==> src/rtl/wst_pkg.sv <==
package wst_pkg;

    typedef enum logic [2:0] {
        MODE_ACT_HS  = 3'd0,
        MODE_ACT_MS  = 3'd1,
        MODE_SUBACT  = 3'd2,
        MODE_SLP_HS  = 3'd3,
        MODE_SLP_MS  = 3'd4,
        MODE_STANDBY = 3'd5,
        MODE_WATCH   = 3'd6,
        MODE_UNUSED  = 3'd7
    } pmode_e;

    typedef struct packed {
        logic [2:0] wsel;
        logic       lspd;
        logic [1:0] msel;
    } ctrl_t;

    localparam int WSEL_LSB = 4;
    localparam int LSPD_BIT = 3;
    localparam int RSV_BIT  = 2;
    localparam int MSEL_LSB = 0;
    localparam int DIV_BASE_LOG2 = 4;

    // Exponent offset above the base: top select bit forces the longest wait.
    function automatic logic [2:0] wait_exp_off(input logic [2:0] wsel);
        return wsel[2] ? 3'd4 : {1'b0, wsel[1:0]};
    endfunction

    function automatic logic is_low_power(input pmode_e m);
        return (m == MODE_STANDBY) || (m == MODE_WATCH);
    endfunction

    function automatic logic msel_writable(input pmode_e m);
        return (m == MODE_ACT_HS) || (m == MODE_SUBACT);
    endfunction

    function automatic logic [7:0] pack_ctrl(input ctrl_t c);
        logic [7:0] v;
        v = 8'h00;
        v[WSEL_LSB +: 3] = c.wsel;
        v[LSPD_BIT]      = c.lspd;
        v[RSV_BIT]       = 1'b1;
        v[MSEL_LSB +: 2] = c.msel;
        return v;
    endfunction

endpackage

==> src/rtl/wst_ctrl_reg.sv <==
module wst_ctrl_reg
    import wst_pkg::*;
(
    input  logic       clk,
    input  logic       rst,
    input  pmode_e     mode,
    input  logic       wr_en,
    input  logic [7:0] wr_data,
    output ctrl_t      ctrl,
    output logic [7:0] rd_data
);

    ctrl_t ctrl_q;

    always_ff @(posedge clk) begin
        if (rst) begin
            ctrl_q <= '0;
        end else if (wr_en) begin
            ctrl_q.wsel <= wr_data[WSEL_LSB +: 3];
            ctrl_q.lspd <= wr_data[LSPD_BIT];
            if (msel_writable(mode)) begin
                ctrl_q.msel <= wr_data[MSEL_LSB +: 2];
            end
        end
    end

    assign ctrl    = ctrl_q;
    assign rd_data = pack_ctrl(ctrl_q);

    // reset clears every field.
    a_r1_reset_clear: assert property (@(posedge clk)
        rst |=> (ctrl_q == '0));

    // divider field is frozen outside the two permitted modes.
    a_r9_msel_locked: assert property (@(posedge clk) disable iff (rst)
        (wr_en && !msel_writable(mode)) |=> $stable(ctrl_q.msel));

    // with no write, nothing in the register moves.
    a_r2_hold_no_write: assert property (@(posedge clk) disable iff (rst)
        !wr_en |=> $stable(ctrl_q));

endmodule

==> src/rtl/wst_wait_timer.sv <==
module wst_wait_timer
    import wst_pkg::*;
#(
    parameter int BASE_SHIFT = 13
) (
    input  logic       clk,
    input  logic       rst,
    input  logic       start,
    input  logic [2:0] wsel,
    output logic       busy,
    output logic       done
);

    localparam int CNT_W = BASE_SHIFT + 5;

    logic [CNT_W-1:0] cnt_q;
    logic [CNT_W-1:0] last_c;
    logic [2:0]       exp_q;
    logic             busy_q;
    logic [CNT_W-1:0] one_c;

    assign one_c  = {{(CNT_W-1){1'b0}}, 1'b1};
    assign last_c = (one_c << (BASE_SHIFT + 32'(exp_q))) - one_c;

    always_ff @(posedge clk) begin
        if (rst) begin
            busy_q <= 1'b0;
            cnt_q  <= '0;
            exp_q  <= '0;
        end else if (!busy_q) begin
            if (start) begin
                busy_q <= 1'b1;
                cnt_q  <= '0;
                exp_q  <= wait_exp_off(wsel);
            end
        end else if (cnt_q == last_c) begin
            busy_q <= 1'b0;
        end else begin
            cnt_q <= cnt_q + one_c;
        end
    end

    assign busy = busy_q;
    assign done = busy_q && (cnt_q == last_c);

    // ready lasts exactly one cycle.
    a_r5_done_single: assert property (@(posedge clk) disable iff (rst)
        done |=> !done);

    // counter never passes the selected terminal value.
    a_r5_cnt_bound: assert property (@(posedge clk) disable iff (rst)
        busy_q |-> (cnt_q <= last_c));

    // the latched length holds for the whole wait.
    a_r8_len_latched: assert property (@(posedge clk) disable iff (rst)
        (busy_q && !done) |=> $stable(exp_q));

    // the latched exponent never exceeds the longest setting.
    a_r4_exp_range: assert property (@(posedge clk) disable iff (rst)
        busy_q |-> (exp_q <= 3'd4));

endmodule

==> src/rtl/wst_clk_route.sv <==
module wst_clk_route
    import wst_pkg::*;
(
    input  logic       clk,
    input  logic       rst,
    input  logic       start,
    input  pmode_e     mode,
    input  logic       lspd,
    input  logic [1:0] msel,
    output logic       cpu_sub,
    output logic [1:0] div_code,
    output logic [2:0] div_shift
);

    logic sub_q;

    always_ff @(posedge clk) begin
        if (rst) begin
            sub_q <= 1'b0;
        end else if (start) begin
            sub_q <= (mode == MODE_WATCH) ? lspd : 1'b0;
        end
    end

    assign cpu_sub   = sub_q;
    assign div_code  = msel;
    assign div_shift = 3'(DIV_BASE_LOG2) + {1'b0, msel};

    // leaving standby always selects the main clock.
    a_r10_standby_main: assert property (@(posedge clk) disable iff (rst)
        (start && mode == MODE_STANDBY) |=> !sub_q);

    // the route holds between wait starts.
    a_r10_route_hold: assert property (@(posedge clk) disable iff (rst)
        !start |=> $stable(sub_q));

endmodule

==> src/rtl/wakeup_stab_ctrl.sv <==
module wakeup_stab_ctrl
    import wst_pkg::*;
#(
    parameter int BASE_SHIFT = 13
) (
    input  logic       clk,
    input  logic       rst,
    input  logic [2:0] pwr_mode,
    input  logic       wr_en,
    input  logic [7:0] wr_data,
    input  logic       wake_req,
    output logic [7:0] rd_data,
    output logic       waiting,
    output logic       ready,
    output logic       cpu_on_subclk,
    output logic [1:0] div_code,
    output logic [2:0] div_shift
);

    pmode_e mode;
    ctrl_t  ctrl;
    logic   busy;
    logic   start;

    assign mode  = pmode_e'(pwr_mode);
    assign start = wake_req && is_low_power(mode) && !busy;

    wst_ctrl_reg u_reg (
        .clk     (clk),
        .rst     (rst),
        .mode    (mode),
        .wr_en   (wr_en),
        .wr_data (wr_data),
        .ctrl    (ctrl),
        .rd_data (rd_data)
    );

    wst_wait_timer #(
        .BASE_SHIFT (BASE_SHIFT)
    ) u_timer (
        .clk   (clk),
        .rst   (rst),
        .start (start),
        .wsel  (ctrl.wsel),
        .busy  (busy),
        .done  (ready)
    );

    wst_clk_route u_route (
        .clk       (clk),
        .rst       (rst),
        .start     (start),
        .mode      (mode),
        .lspd      (ctrl.lspd),
        .msel      (ctrl.msel),
        .cpu_sub   (cpu_on_subclk),
        .div_code  (div_code),
        .div_shift (div_shift)
    );

    assign waiting = busy;

    // outside standby and watch, an idle block stays idle.
    a_r6_no_start_awake: assert property (@(posedge clk) disable iff (rst)
        (!waiting && !is_low_power(mode)) |=> !waiting);

    // a wait runs to its end regardless of further requests.
    a_r7_no_abort: assert property (@(posedge clk) disable iff (rst)
        (waiting && !ready) |=> waiting);

    // a wait ends in the cycle after its ready pulse.
    a_r5_end_after_ready: assert property (@(posedge clk) disable iff (rst)
        ready |=> !waiting || $rose(waiting));

endmodule

==> config.mk <==
export PLATFORM = sky130hd
export DESIGN_NAME = wakeup_stab_ctrl
export DESIGN_NICKNAME = d
export VERILOG_FILES = /design/src/rtl/wst_pkg.sv /design/src/rtl/wst_ctrl_reg.sv /design/src/rtl/wst_wait_timer.sv /design/src/rtl/wst_clk_route.sv /design/src/rtl/wakeup_stab_ctrl.sv
export SDC_FILE = /design/constraint.sdc
export NUM_CORES = 1
export LEC_CHECK = 0
export BUFFER_PORTS_ARGS = -buffer_cell sky130_fd_sc_hd__buf_2
export CORE_MARGIN = 2
export CORE_UTILIZATION = 40
export CTS_BUF_LIST = sky130_fd_sc_hd__clkbuf_16
export DETAILED_ROUTE_END_ITERATION = 12
export GPL_ROUTABILITY_DRIVEN = 1
export GPL_TIMING_DRIVEN = 0
export MAX_ROUTING_LAYER = met4
export PLACE_DENSITY = 0.6
export SLEW_MARGIN = 15
export SYNTH_ARGS = -nofsm -noshare
export SYNTH_HDL_FRONTEND = slang
export SYNTH_HIERARCHICAL = 1
export SYNTH_SLANG_ARGS = --single-unit
==> constraint.sdc <==
create_clock -name clk -period 5.8 [get_ports clk]
set_input_delay 0.29 -clock clk [delete_from_list [all_inputs] [get_ports clk]]
set_output_delay 0.29 -clock clk [all_outputs]
set_load 0.02 [all_outputs]
==> impl_results.md, run 1 <==
* Outcome: completed
* Clk sinks at 29
* Avg Inst Size Synth at 7.60 µm²
* Post-route clock skew at 0.00621 ns
* Cell family with the largest share of critical-path delay: compound AO/OA/AOI/OAI gates
* Setup TNS at 0 ns
* Crit Path Class: reg -> reg
* FP Rows at 29
* HPWL after DPL at 5870 µm
* Leak Pwr at 1.18 nW
* Vias in the first global route at 2,463
* Max Cap Violations at 0
* Final GP Congestion at 0.987
* Slew Limit Fails at 0
* Top cell type's share of synthesized area at 21.7%
* Count of final setup violators at 0
* Synth async-reset ratio at 0%
* ANT nets after route at 0
* Number of distinct library cells after synthesis at 66
* VDD IR-drop max at 0.0975 mV
* GRT overflow at 0
* Met2 usage at 34.8%
* Critical Path Start Type: flip-flop
* Die width at 85.8 µm
* Core Util, Final at 47.2%
* TritonCTS buffer count at 5
* Post-CTS Setup Repair Bufs at 0
* Largest net degree at the start of global routing at 12
* Worst r2r src: u_timer/exp_q[2]
* Clock-pin slew on the worst setup and hold paths at 0.05 ns
* Antenna diodes at 0
* Power density over cell area at 171 nW/µm²
* Vias at 2,715
* Hold Buf Count CTS at 0
* Boundary Pins at 31
* Critical Path RT at 6.00 ns
* Seq cells post-synth at 29
* DRC viols at 0
* CTS root buffer: clkbuf_16
* Hold slack at 0.264 ns
* Area leader, netlist: dfxtp_1
* Fmax at 0.225 GHz
* TritonRoute pass-1 iters at 5
* Initial Util at 41.7%
* Chip height at 85.8 µm
* RSZ-0062 raised after global routing: false
* Hold wc startpoint: wr_data[5]
* Seq/Total Area, Yosys at 21.7%
* Top area cells in the synthesized netlist: dfxtp_1 22%, buf_4 4.8%, mux2i_1 3.7%
* Critical Path AT at 4.64 ns
* Cts repair resizes at 0
* Core area at 6420 µm²
* M1 GR Usage at 29.7%
* Period utilization at 76.5%
* Cells after synthesis at 352
* P&R area growth vs syn at 13.2%
* CP endpoint kind: flip-flop
* First-pass GRT wire length at 12,600 µm
* Slowest CP cell: a311oi_1
* Final nets at 401
* Initial DRC count at 224
* Critical path fanouts, max at 10
* GRT Total Usage at 22.0%
* Fillers at 630
* Synth Cell Area at 2680 µm²
* Mapped Nets at 370
* Final period demand of the worst path at 4.44 ns
* CTS tree: yes
* Hold Crit Class: in -> reg
* Layout cells sized above 1 at 19.3%
* Rel. slew slack at 33.8%
* Worst Max-Slew Pin Slew at 0.986 ns
* Beginning of the critical path: u_timer/exp_q[2]
* Post-synth EDFFs at 0
* Predominant post-synthesis flop cell: dfxtp_1
* CP Buf/Inv Count at 6
* Grt peak-use layer: met2
* Port bufs at 24
* Drt total wl at 7700 µm
* Final instance area at 3030 µm²
* Wire per inst at 16.7 µm
* Placed inst area at 2890 µm²
* YS warnings at 6
* Hold Vio Cnt, Final at 0
* Clk_lat worst skew at 0.27 ns
* Worst-path cell chain: buf_4 -> buf_4 -> inv_1 -> ha_1 -> buf_6 -> buf_2 -> nand3_1 -> ha_1 -> buf_2 -> or4b_1 -> a211oi_1 -> a211oi_1 -> and4_1 -> a311oi_1 -> o21ai_0 -> o21ai_1
* Crit path largest cell delay at 0.82 ns
* Die ar. at 7360 µm²
* Routed vias/inst at 5.89
* H-tree Lvls at 2
* Met3 GRT Util at 3.27%
* Clock Path Buffers at 2
* Initial antenna violation count at 0
cell type report:
type,count,area (µm²),area share [%]
flip-flops and latches,29,581,19.2
repair buffers,24,120,3.97
inverters,19,71.3,2.35
plain buffers,40,290,9.58
clock buffers,5,125,4.13
well taps,77,96.3,3.18
multi-input cells,264,1730,57.2
clock inverters,3,12.5,0.413
report_power, final:
| group | switching (mW) | leakage [nW] | total [mW] | internal [mW] |
|---|---|---|---|---|
| Combinational | 0.0383 | 0.873 | 0.0649 | 0.0266 |
| Sequential | 0.00354 | 0.235 | 0.207 | 0.203 |
| Clock | 0.0905 | 0.0687 | 0.245 | 0.155 |
tightest hold or removal path: stages:
cell     delay [ns]
buf_2          0.08
mux2i_1        0.06
nor2_1         0.07
per-layer routing:
metal	vias to the layer above	wire length, µm
li1	1338	-
met1	1270	3640
met2	94	3560
met3	13	390
met4	0	106
met5	-	0
cells in the final DEF, fill, tap and decap left out, types with 4 or more instances in the layout:
| cell | Yosys | routed |
|---|---|---|
| a21oi_1 | 13 | 13 |
| nor3_1 | 12 | 12 |
| a31oi_1 | 8 | 8 |
| o21ai_1 | 9 | 9 |
| or3_1 | 7 | 7 |
| clkbuf_16 | 0 | 5 |
| nand2_1 | 25 | 25 |
| nor2_1 | 24 | 24 |
| nor2b_1 | 4 | 4 |
| mux2i_1 | 10 | 10 |
| a211oi_1 | 4 | 4 |
| o21ai_0 | 15 | 15 |
| clkbuf_1 | 6 | 6 |
| nor4_1 | 6 | 6 |
| inv_1 | 19 | 19 |
| nand3b_1 | 6 | 6 |
| nand3_1 | 17 | 17 |
| and3_1 | 6 | 6 |
| dfxtp_1 | 29 | 29 |
| xnor2_1 | 6 | 6 |
| buf_4 | 17 | 17 |
| nand4b_1 | 4 | 4 |
| buf_6 | 6 | 6 |
| nand2b_1 | 12 | 12 |
| buf_2 | 7 | 31 |
| nand4_1 | 5 | 5 |
worst paths after layout:
path	end	slack, ns	depth (start not counted)
min	u_reg/ctrl[4]	0.26	3
max reg2reg	u_timer/cnt_q[11]	1.36	16
max	u_timer/cnt_q[11]	1.36	16
min reg2reg	u_route/cpu_sub	0.51	2
sequential cells by signal, summed over array words and instances (netlist names):
| name | flops |
|---|---|
| u_timer/cnt_q | 18 |
| u_reg/ctrl | 6 |
| u_timer/exp_q | 3 |
| u_route/cpu_sub | 1 |
| u_timer/busy | 1 |
cell usage after synthesis (4+ instances only):
cell type / count
a211oi_1: 4
a21oi_1: 13
a31oi_1: 8
and3_1: 6
buf_2: 7
buf_4: 17
buf_6: 6
clkbuf_1: 6
dfxtp_1: 29
inv_1: 19
mux2i_1: 10
nand2_1: 25
nand2b_1: 12
nand3_1: 17
nand3b_1: 6
nand4_1: 5
nand4b_1: 4
nor2_1: 24
nor2b_1: 4
nor3_1: 12
nor4_1: 6
o21ai_0: 15
o21ai_1: 9
or3_1: 7
xnor2_1: 6
metrics by stage:
step	worst slack (ns)	total power, mW	std cells
2_1_floorplan	2.17	0.256	352
3_3_place_gp	1.44	0.274	453
3_5_place_dp	1.36	0.276	453
4_1_cts	1.35	0.521	461
5_1_grt	0.901	0.534	461
6_report	1.36	0.517	461
cells by family (layout without fill, tap and decap cells):
group	count (synthesis)	count (layout)	synth area share, %
DFF	29	29	21.7
AOI/OAI and AO/OA	83	83	20.8
and+or+nand+nor	156	156	35.5
other	3	3	0.421
adders and majority gates	3	3	1.40
xor gates and xnor gates	9	9	2.95
buffers and inverters	59	91	13.5
muxes	10	10	3.74
Note: power is estimated with default switching activity, not from simulation.
==> run 2: changes to the inputs <==
==> constraint.sdc (replaced) <==
create_clock -name clk -period 4.5 [get_ports clk]
set_input_delay 0.225 -clock clk [delete_from_list [all_inputs] [get_ports clk]]
set_output_delay 0.225 -clock clk [all_outputs]
set_load 0.02 [all_outputs]
==> impl_results.md, run 2 (synthesis gave the netlist of run 1 again) <==
* Outcome: completed
* Wire per inst at 16.7 µm (about the same)
* Commonest non-fill, non-tap cell in the layout: buf_2
* Worst-path cell chain: buf_4 -> buf_4 -> inv_1 -> ha_2 -> buf_4 -> buf_4 -> buf_2 -> nand3_1 -> ha_1 -> buf_2 -> clkbuf_4 -> o2111ai_1 -> nor4_4 -> nand3_1 -> nor4_4 -> and4_1 -> buf_6 -> buf_2
* Routed vias/inst at 5.83 (-1.0%)
* Critical Path Start Type: flip-flop
* Crit path largest cell delay at 0.35 ns (-0.47 ns)
* FP Rows at 29 (unchanged)
* Final GP Congestion at 0.987 (unchanged)
* Drt total wl at 7710 µm (about the same)
* Hold Vio Cnt, Final at 0 (unchanged)
* Worst Max-Slew Pin Slew at 0.705 ns (-0.282 ns)
* R2R setup slack at 0.34 ns (-1.02 ns)
* ANT nets after route at 0 (unchanged)
* Period utilization at 93.6%
* Leak Pwr at 1.19 nW (+1.5%)
* Fmax at 0.237 GHz
* Critical Path RT at 4.28 ns (-1.72 ns)
* RSZ-0062 raised after global routing: false
* Die width at 85.8 µm (unchanged)
* H-tree Lvls at 2 (unchanged)
* Initial antenna violation count at 0 (unchanged)
* GRT overflow at 0 (unchanged)
* Max Cap Violations at 0 (unchanged)
* Vias in the first global route at 2,463 (unchanged)
* Core area at 6420 µm² (unchanged)
* Clock-pin slew on the worst setup and hold paths at 0.05 ns (about the same)
* P&R area growth vs syn at 14.2%
* Chip height at 85.8 µm (unchanged)
* Largest net degree at the start of global routing at 12 (unchanged)
* Slowest CP cell: nor4_4
* CP endpoint kind: primary output
* Count of final setup violators at 0 (unchanged)
* Initial Util at 41.7% (unchanged)
* Final nets at 401 (unchanged)
* Critical path fanouts, max at 10 (unchanged)
* First-pass GRT wire length at 12,600 µm (unchanged)
* Crit Path Class: reg -> out
* Setup TNS at 0 ns (unchanged)
* Slew Limit Fails at 0 (unchanged)
* Largest Register: u_timer/cnt_q
* GRT Total Usage at 22.0% (unchanged)
* Antenna diodes at 0 (unchanged)
* Post-CTS Setup Repair Bufs at 0 (unchanged)
* TritonRoute pass-1 iters at 5 (unchanged)
* Final period demand of the worst path at 4.21 ns
* Clk_lat worst skew at 0.27 ns (about the same)
* Commonest cells after routing, fill and taps aside: 30 x buf_2, 29 x dfxtp_1, 25 x nand2_1, 24 x nor2_1, 19 x inv_1
* Critical Path AT at 3.99 ns (-0.65 ns)
* VDD IR-drop max at 0.126 mV (+29%)
* Initial DRC count at 167 (-25%)
* Cts repair resizes at 0 (unchanged)
* Most frequent CP cell: buf_4
* Clock Path Buffers at 2 (unchanged)
* Boundary Pins at 31 (unchanged)
* Post-route clock skew at 0.00628 ns (+0.0000655 ns)
* Hold Crit Class: in -> reg
* DRC viols at 0 (unchanged)
* Rel. slew slack at 52.8% (+19 points)
* Cell family with the largest share of critical-path delay: buffers and inverters
* Clk sinks at 29 (unchanged)
* Max reg flops at 18 (unchanged)
* CTS root buffer: clkbuf_16
* Layout cells sized above 1 at 20.1% (+0.78 points)
* PnR Total Power at 0.667 mW (+29%)
* Die ar. at 7360 µm² (unchanged)
* HPWL after DPL at 5870 µm (unchanged)
* Vias at 2,687 (-1.0%)
* TritonCTS buffer count at 5 (unchanged)
* Power density over cell area at 218 nW/µm² (+28%)
* Hold Buf Count CTS at 0 (unchanged)
* Port bufs at 24 (unchanged)
* CTS tree: yes
* CP Buf/Inv Count at 10 (+4)
run 2: worst min-delay path: stages:
cell and delay [ns]:
buf_2 0.08, mux2i_1 0.06, nor2_1 0.07
run 2: layout make-up:
type | instances | area, µm²
Sequential cell | 29 | 581
Timing Repair Buffer | 24 | 120
Inverter | 19 | 71.3
Multi-Input combinational cell | 264 | 1760
Fill cell | 632 | 3370
Tap cell | 77 | 96.3
Clock inverter | 3 | 12.5
Buffer | 40 | 293
Clock buffer | 5 | 125
run 2: final timing paths:
check                         from                 to  cells after the start
hold / removal          wr_data[5]      u_reg/ctrl[4]                      3
hold reg to reg    u_route/cpu_sub    u_route/cpu_sub                      2
setup reg to reg  u_timer/exp_q[2]  u_timer/cnt_q[17]                     17
setup / recovery  u_timer/exp_q[2]              ready                     18
run 2: metal layers:
layer  global-route usage (%)  up-vias  share of wire, %
met2                     34.8       83                46
met3                     3.27       11               4.9
met1                     29.7     1263                48
li1                         -     1330                 -
met4                     5.48        0               1.3
met5                        -        -                 0
run 2: through the flow:
step / setup WS, ns / hold WS [ns] / instance area, µm² / std cells / util (%)
3_3_place_gp: 0.145 / 0.463 / 2890 / 453 / 45.0
6_report: 0.286 / 0.199 / 3060 / 461 / 47.6
2_1_floorplan: 0.868 / 0.297 / 2680 / 352 / -
3_5_place_dp: 0.0646 / 0.476 / 2890 / 453 / 45.0
4_1_cts: 0.0477 / 0.195 / 3030 / 461 / 47.2
5_1_grt: 0.0110 / 0.210 / 3060 / 461 / 47.6
run 2: power by group:
part,leakage [nW],internal [mW],switching [mW]
Combinational,0.892,0.0345,0.0498
Clock,0.0687,0.200,0.117
Sequential,0.235,0.262,0.00456
==> run 3: changes to the inputs <==
--- a/config.mk
+++ b/config.mk
@@ -5,6 +5,7 @@
 export SDC_FILE = /design/constraint.sdc
 export NUM_CORES = 1
 export LEC_CHECK = 0
+export ABC_AREA = 1
 export BUFFER_PORTS_ARGS = -buffer_cell sky130_fd_sc_hd__buf_2
 export CORE_MARGIN = 2
 export CORE_UTILIZATION = 40
@@ -13,7 +14,7 @@
 export GPL_ROUTABILITY_DRIVEN = 1
 export GPL_TIMING_DRIVEN = 0
 export MAX_ROUTING_LAYER = met4
-export PLACE_DENSITY = 0.6
+export PLACE_DENSITY = 0.61
 export SLEW_MARGIN = 15
 export SYNTH_ARGS = -nofsm -noshare
 export SYNTH_HDL_FRONTEND = slang
==> impl_results.md, run 3 <==
* Outcome: completed
* Largest net degree at the start of global routing at 11 (-1)
* Synth Cell Area at 2510 µm² (-6.2%)
* Final instance area at 2870 µm² (-6.0%)
* Seq/Total Area, Yosys at 23.1% (+1.4 points)
* Avg Inst Size Synth at 6.12 µm² (-19%)
* Pre-CTS setup slack at 0.782 ns (+0.718 ns)
* RSZ-0062 raised after global routing: false
* TritonRoute pass-1 iters at 4 (-1)
* Count leader, synth: nand2_1
* Core area at 5990 µm² (-6.7%)
* Hold Vio Cnt, Final at 0 (unchanged)
* Max Cap Violations at 0 (unchanged)
* Vias in the first global route at 2,379 (-3.4%)
* Final GP Congestion at 0.917 (-7.1%)
* First-pass GRT wire length at 10,700 µm (-15%)
* Port bufs at 25 (+4.2%)
* Clock Path Buffers at 2 (unchanged)
* DRC viols at 0 (unchanged)
* Critical Path AT at 3.81 ns (-0.18 ns)
* ANT nets after route at 0 (unchanged)
* Predominant post-synthesis flop cell: dfxtp_1
* Wire per inst at 12.4 µm (-26%)
* Crit path largest cell delay at 0.49 ns (+0.14 ns)
* Critical Path RT at 4.28 ns (about the same)
* GRT Total Usage at 19.2% (-2.9 points)
* Placed inst area at 2730 µm² (-5.6%)
* Initial Util at 41.9% (+0.24 points)
* CTS root buffer: clkbuf_16
* TritonCTS buffer count at 5 (unchanged)
* Cell count after placement at 510 (+13%)
* YS warnings at 6 (unchanged)
* Worst Max-Slew Pin Slew at 0.781 ns (+0.0758 ns)
* Core Util, Final at 47.9% (+0.36 points)
* Hold Buf Count CTS at 0 (unchanged)
* Cts repair resizes at 0 (unchanged)
* CTS tree: yes
* GRT overflow at 0 (unchanged)
* Mapped Nets at 428 (+16%)
* Top area cells in the synthesized netlist: dfxtp_1 23%, nand2_1 14%, nand3_1 11%
* Fmax at 0.248 GHz (+4.4%)
* Post-synth top cells: 94 x nand2_1, 57 x nand3_1, 49 x nor2_1
* Rel. slew slack at 47.5% (-5.4 points)
* Slew Limit Fails at 0 (unchanged)
* P&R area growth vs syn at 14.4%
* Most frequent CP cell: nand3_1
* Period utilization at 89.7% (-3.9 points)
* H-tree Lvls at 2 (unchanged)
* Boundary Pins at 31 (unchanged)
* Commonest non-fill, non-tap cell in the layout: nand2_1
* Routed vias/inst at 4.97 (-15%)
* Critical Path Start Type: flip-flop
* Number of distinct library cells after synthesis at 37 (-44%)
* Final non-filler cell total at 518 (+12%)
* Critical path fanouts, max at 10 (unchanged)
* Cells after synthesis at 410 (+16%)
* Clk_lat worst skew at 0.28 ns (about the same)
* Clock-pin slew on the worst setup and hold paths at 0.05 ns (about the same)
* Area leader, netlist: dfxtp_1
* Leak Pwr at 1.33 nW (+11%)
* Synth async-reset ratio at 0% (unchanged)
* Initial antenna violation count at 0 (unchanged)
* Power density over cell area at 250 nW/µm² (+15%)
* Post-CTS Setup Repair Bufs at 0 (unchanged)
* Max reg flops at 18 (unchanged)
* VDD IR-drop max at 0.209 mV (+66%)
* Setup ws final at 0.463 ns (+0.177 ns)
* FP Rows at 28 (-3.4%)
* Initial DRC count at 117 (-30%)
* Top cell type's share of synthesized area at 23.1% (+1.4 points)
* Vias at 2,573 (-4.2%)
* Clk sinks at 29 (unchanged)
* Setup TNS at 0 ns (unchanged)
* Hold Crit Class: in -> reg
* Commonest cells after routing, fill and taps aside: 94 x nand2_1, 57 x nand3_1, 49 x nor2_1, 40 x inv_1, 29 x dfxtp_1
* Seq cells post-synth at 29 (unchanged)
* Crit Path Class: reg -> out
* Layout cells sized above 1 at 19.2% (-0.86 points)
* Slowest CP cell: dfxtp_1
* Hold slack at 0.167 ns (-0.0325 ns)
* Final period demand of the worst path at 4.04 ns (-0.177 ns)
* Largest Register: u_timer/cnt_q
* PnR Total Power at 0.718 mW (+7.6%)
* Post-synth EDFFs at 0 (unchanged)
* Die ar. at 6920 µm² (-5.9%)
* Drt total wl at 6410 µm (-17%)
* Antenna diodes at 0 (unchanged)
* Final nets at 460 (+15%)
* Post-route clock skew at 0.00514 ns (-0.00113 ns)
* Chip height at 83.2 µm (-3.0%)
* Worst-path cell chain: nand2_4 -> ha_1 -> buf_4 -> inv_1 -> nor2_2 -> nand2_1 -> ha_1 -> inv_1 -> nor2_4 -> nand3_1 -> nand2_1 -> nand3_1 -> nor2_1 -> nand3_1 -> or2_2 -> clkbuf_1 -> nor2_1 -> buf_2
* Count of final setup violators at 0 (unchanged)
* CP endpoint kind: primary output
* HPWL after DPL at 4970 µm (-15%)
* Die width at 83.2 µm (-3.0%)
## run 3: cell count changes after synthesis, moves of 10 or more
cell      previous run  this run
nand3_1             17        57
mux2i_1             10         0
inv_1               19        40
nand2_1             25        94
nand2b_1            12         0
nor2_1              24        49
xor2_1               3        16
## run 3: final cells by class
class                           count  area, µm²
Multi-Input combinational cell    305       1580
Timing Repair Buffer               25        125
Clock buffer                        5        125
Clock inverter                      3       17.5
Buffer                             28        174
Inverter                           48        180
Tap cell                           75       93.8
Sequential cell                    29        581
Fill cell                         661       3120
## run 3: logic make-up (layout without fill, tap and decap cells)
group | count (synthesis) | count (layout) | share of synthesized area (%)
DFF | 29 | 29 | 23.1
adders and majority gates | 3 | 3 | 1.50
buffers and inverters | 76 | 109 | 14.1
other | 3 | 3 | 0.449
and+or+nand+nor | 240 | 240 | 44.3
xor gates and xnor gates | 19 | 19 | 6.63
AOI/OAI and AO/OA | 40 | 40 | 9.87
## run 3: path summary, 6_finish.rpt
check | from | to | slack [ns] | cells past startpoint
hold / removal | wr_data[0] | u_reg/ctrl[0] | 0.17 | 3
hold reg to reg | u_reg/ctrl[4] | u_timer/exp_q[1] | 0.50 | 2
setup reg to reg | u_timer/exp_q[0] | u_timer/cnt_q[12] | 0.97 | 18
setup / recovery | u_timer/exp_q[0] | ready | 0.46 | 18
## run 3: metal layers
layer	global-route usage, %	vias up	wire [µm]
met3	2.98	8	306
met1	24.2	1143	3110
met5	-	-	0
met2	31.5	56	2900
met4	5.81	0	92
li1	-	1366	-
## run 3: worst max-delay path, delay by kind of cell (launching register included)
kind,cells,cell delay [ns]
adders and majority gates,2,0.56
buffers and inverters,5,0.87
DFF,1,0.49
and+or+nand+nor,11,1.62
## run 3: where the power goes
part           total (mW)  switching (mW)  leakage (nW)  internal, mW
logic               0.127          0.0806          1.02        0.0463
registers           0.269         0.00578         0.235         0.263
clock network       0.321           0.119        0.0696         0.202
total               0.718           0.206          1.33         0.512
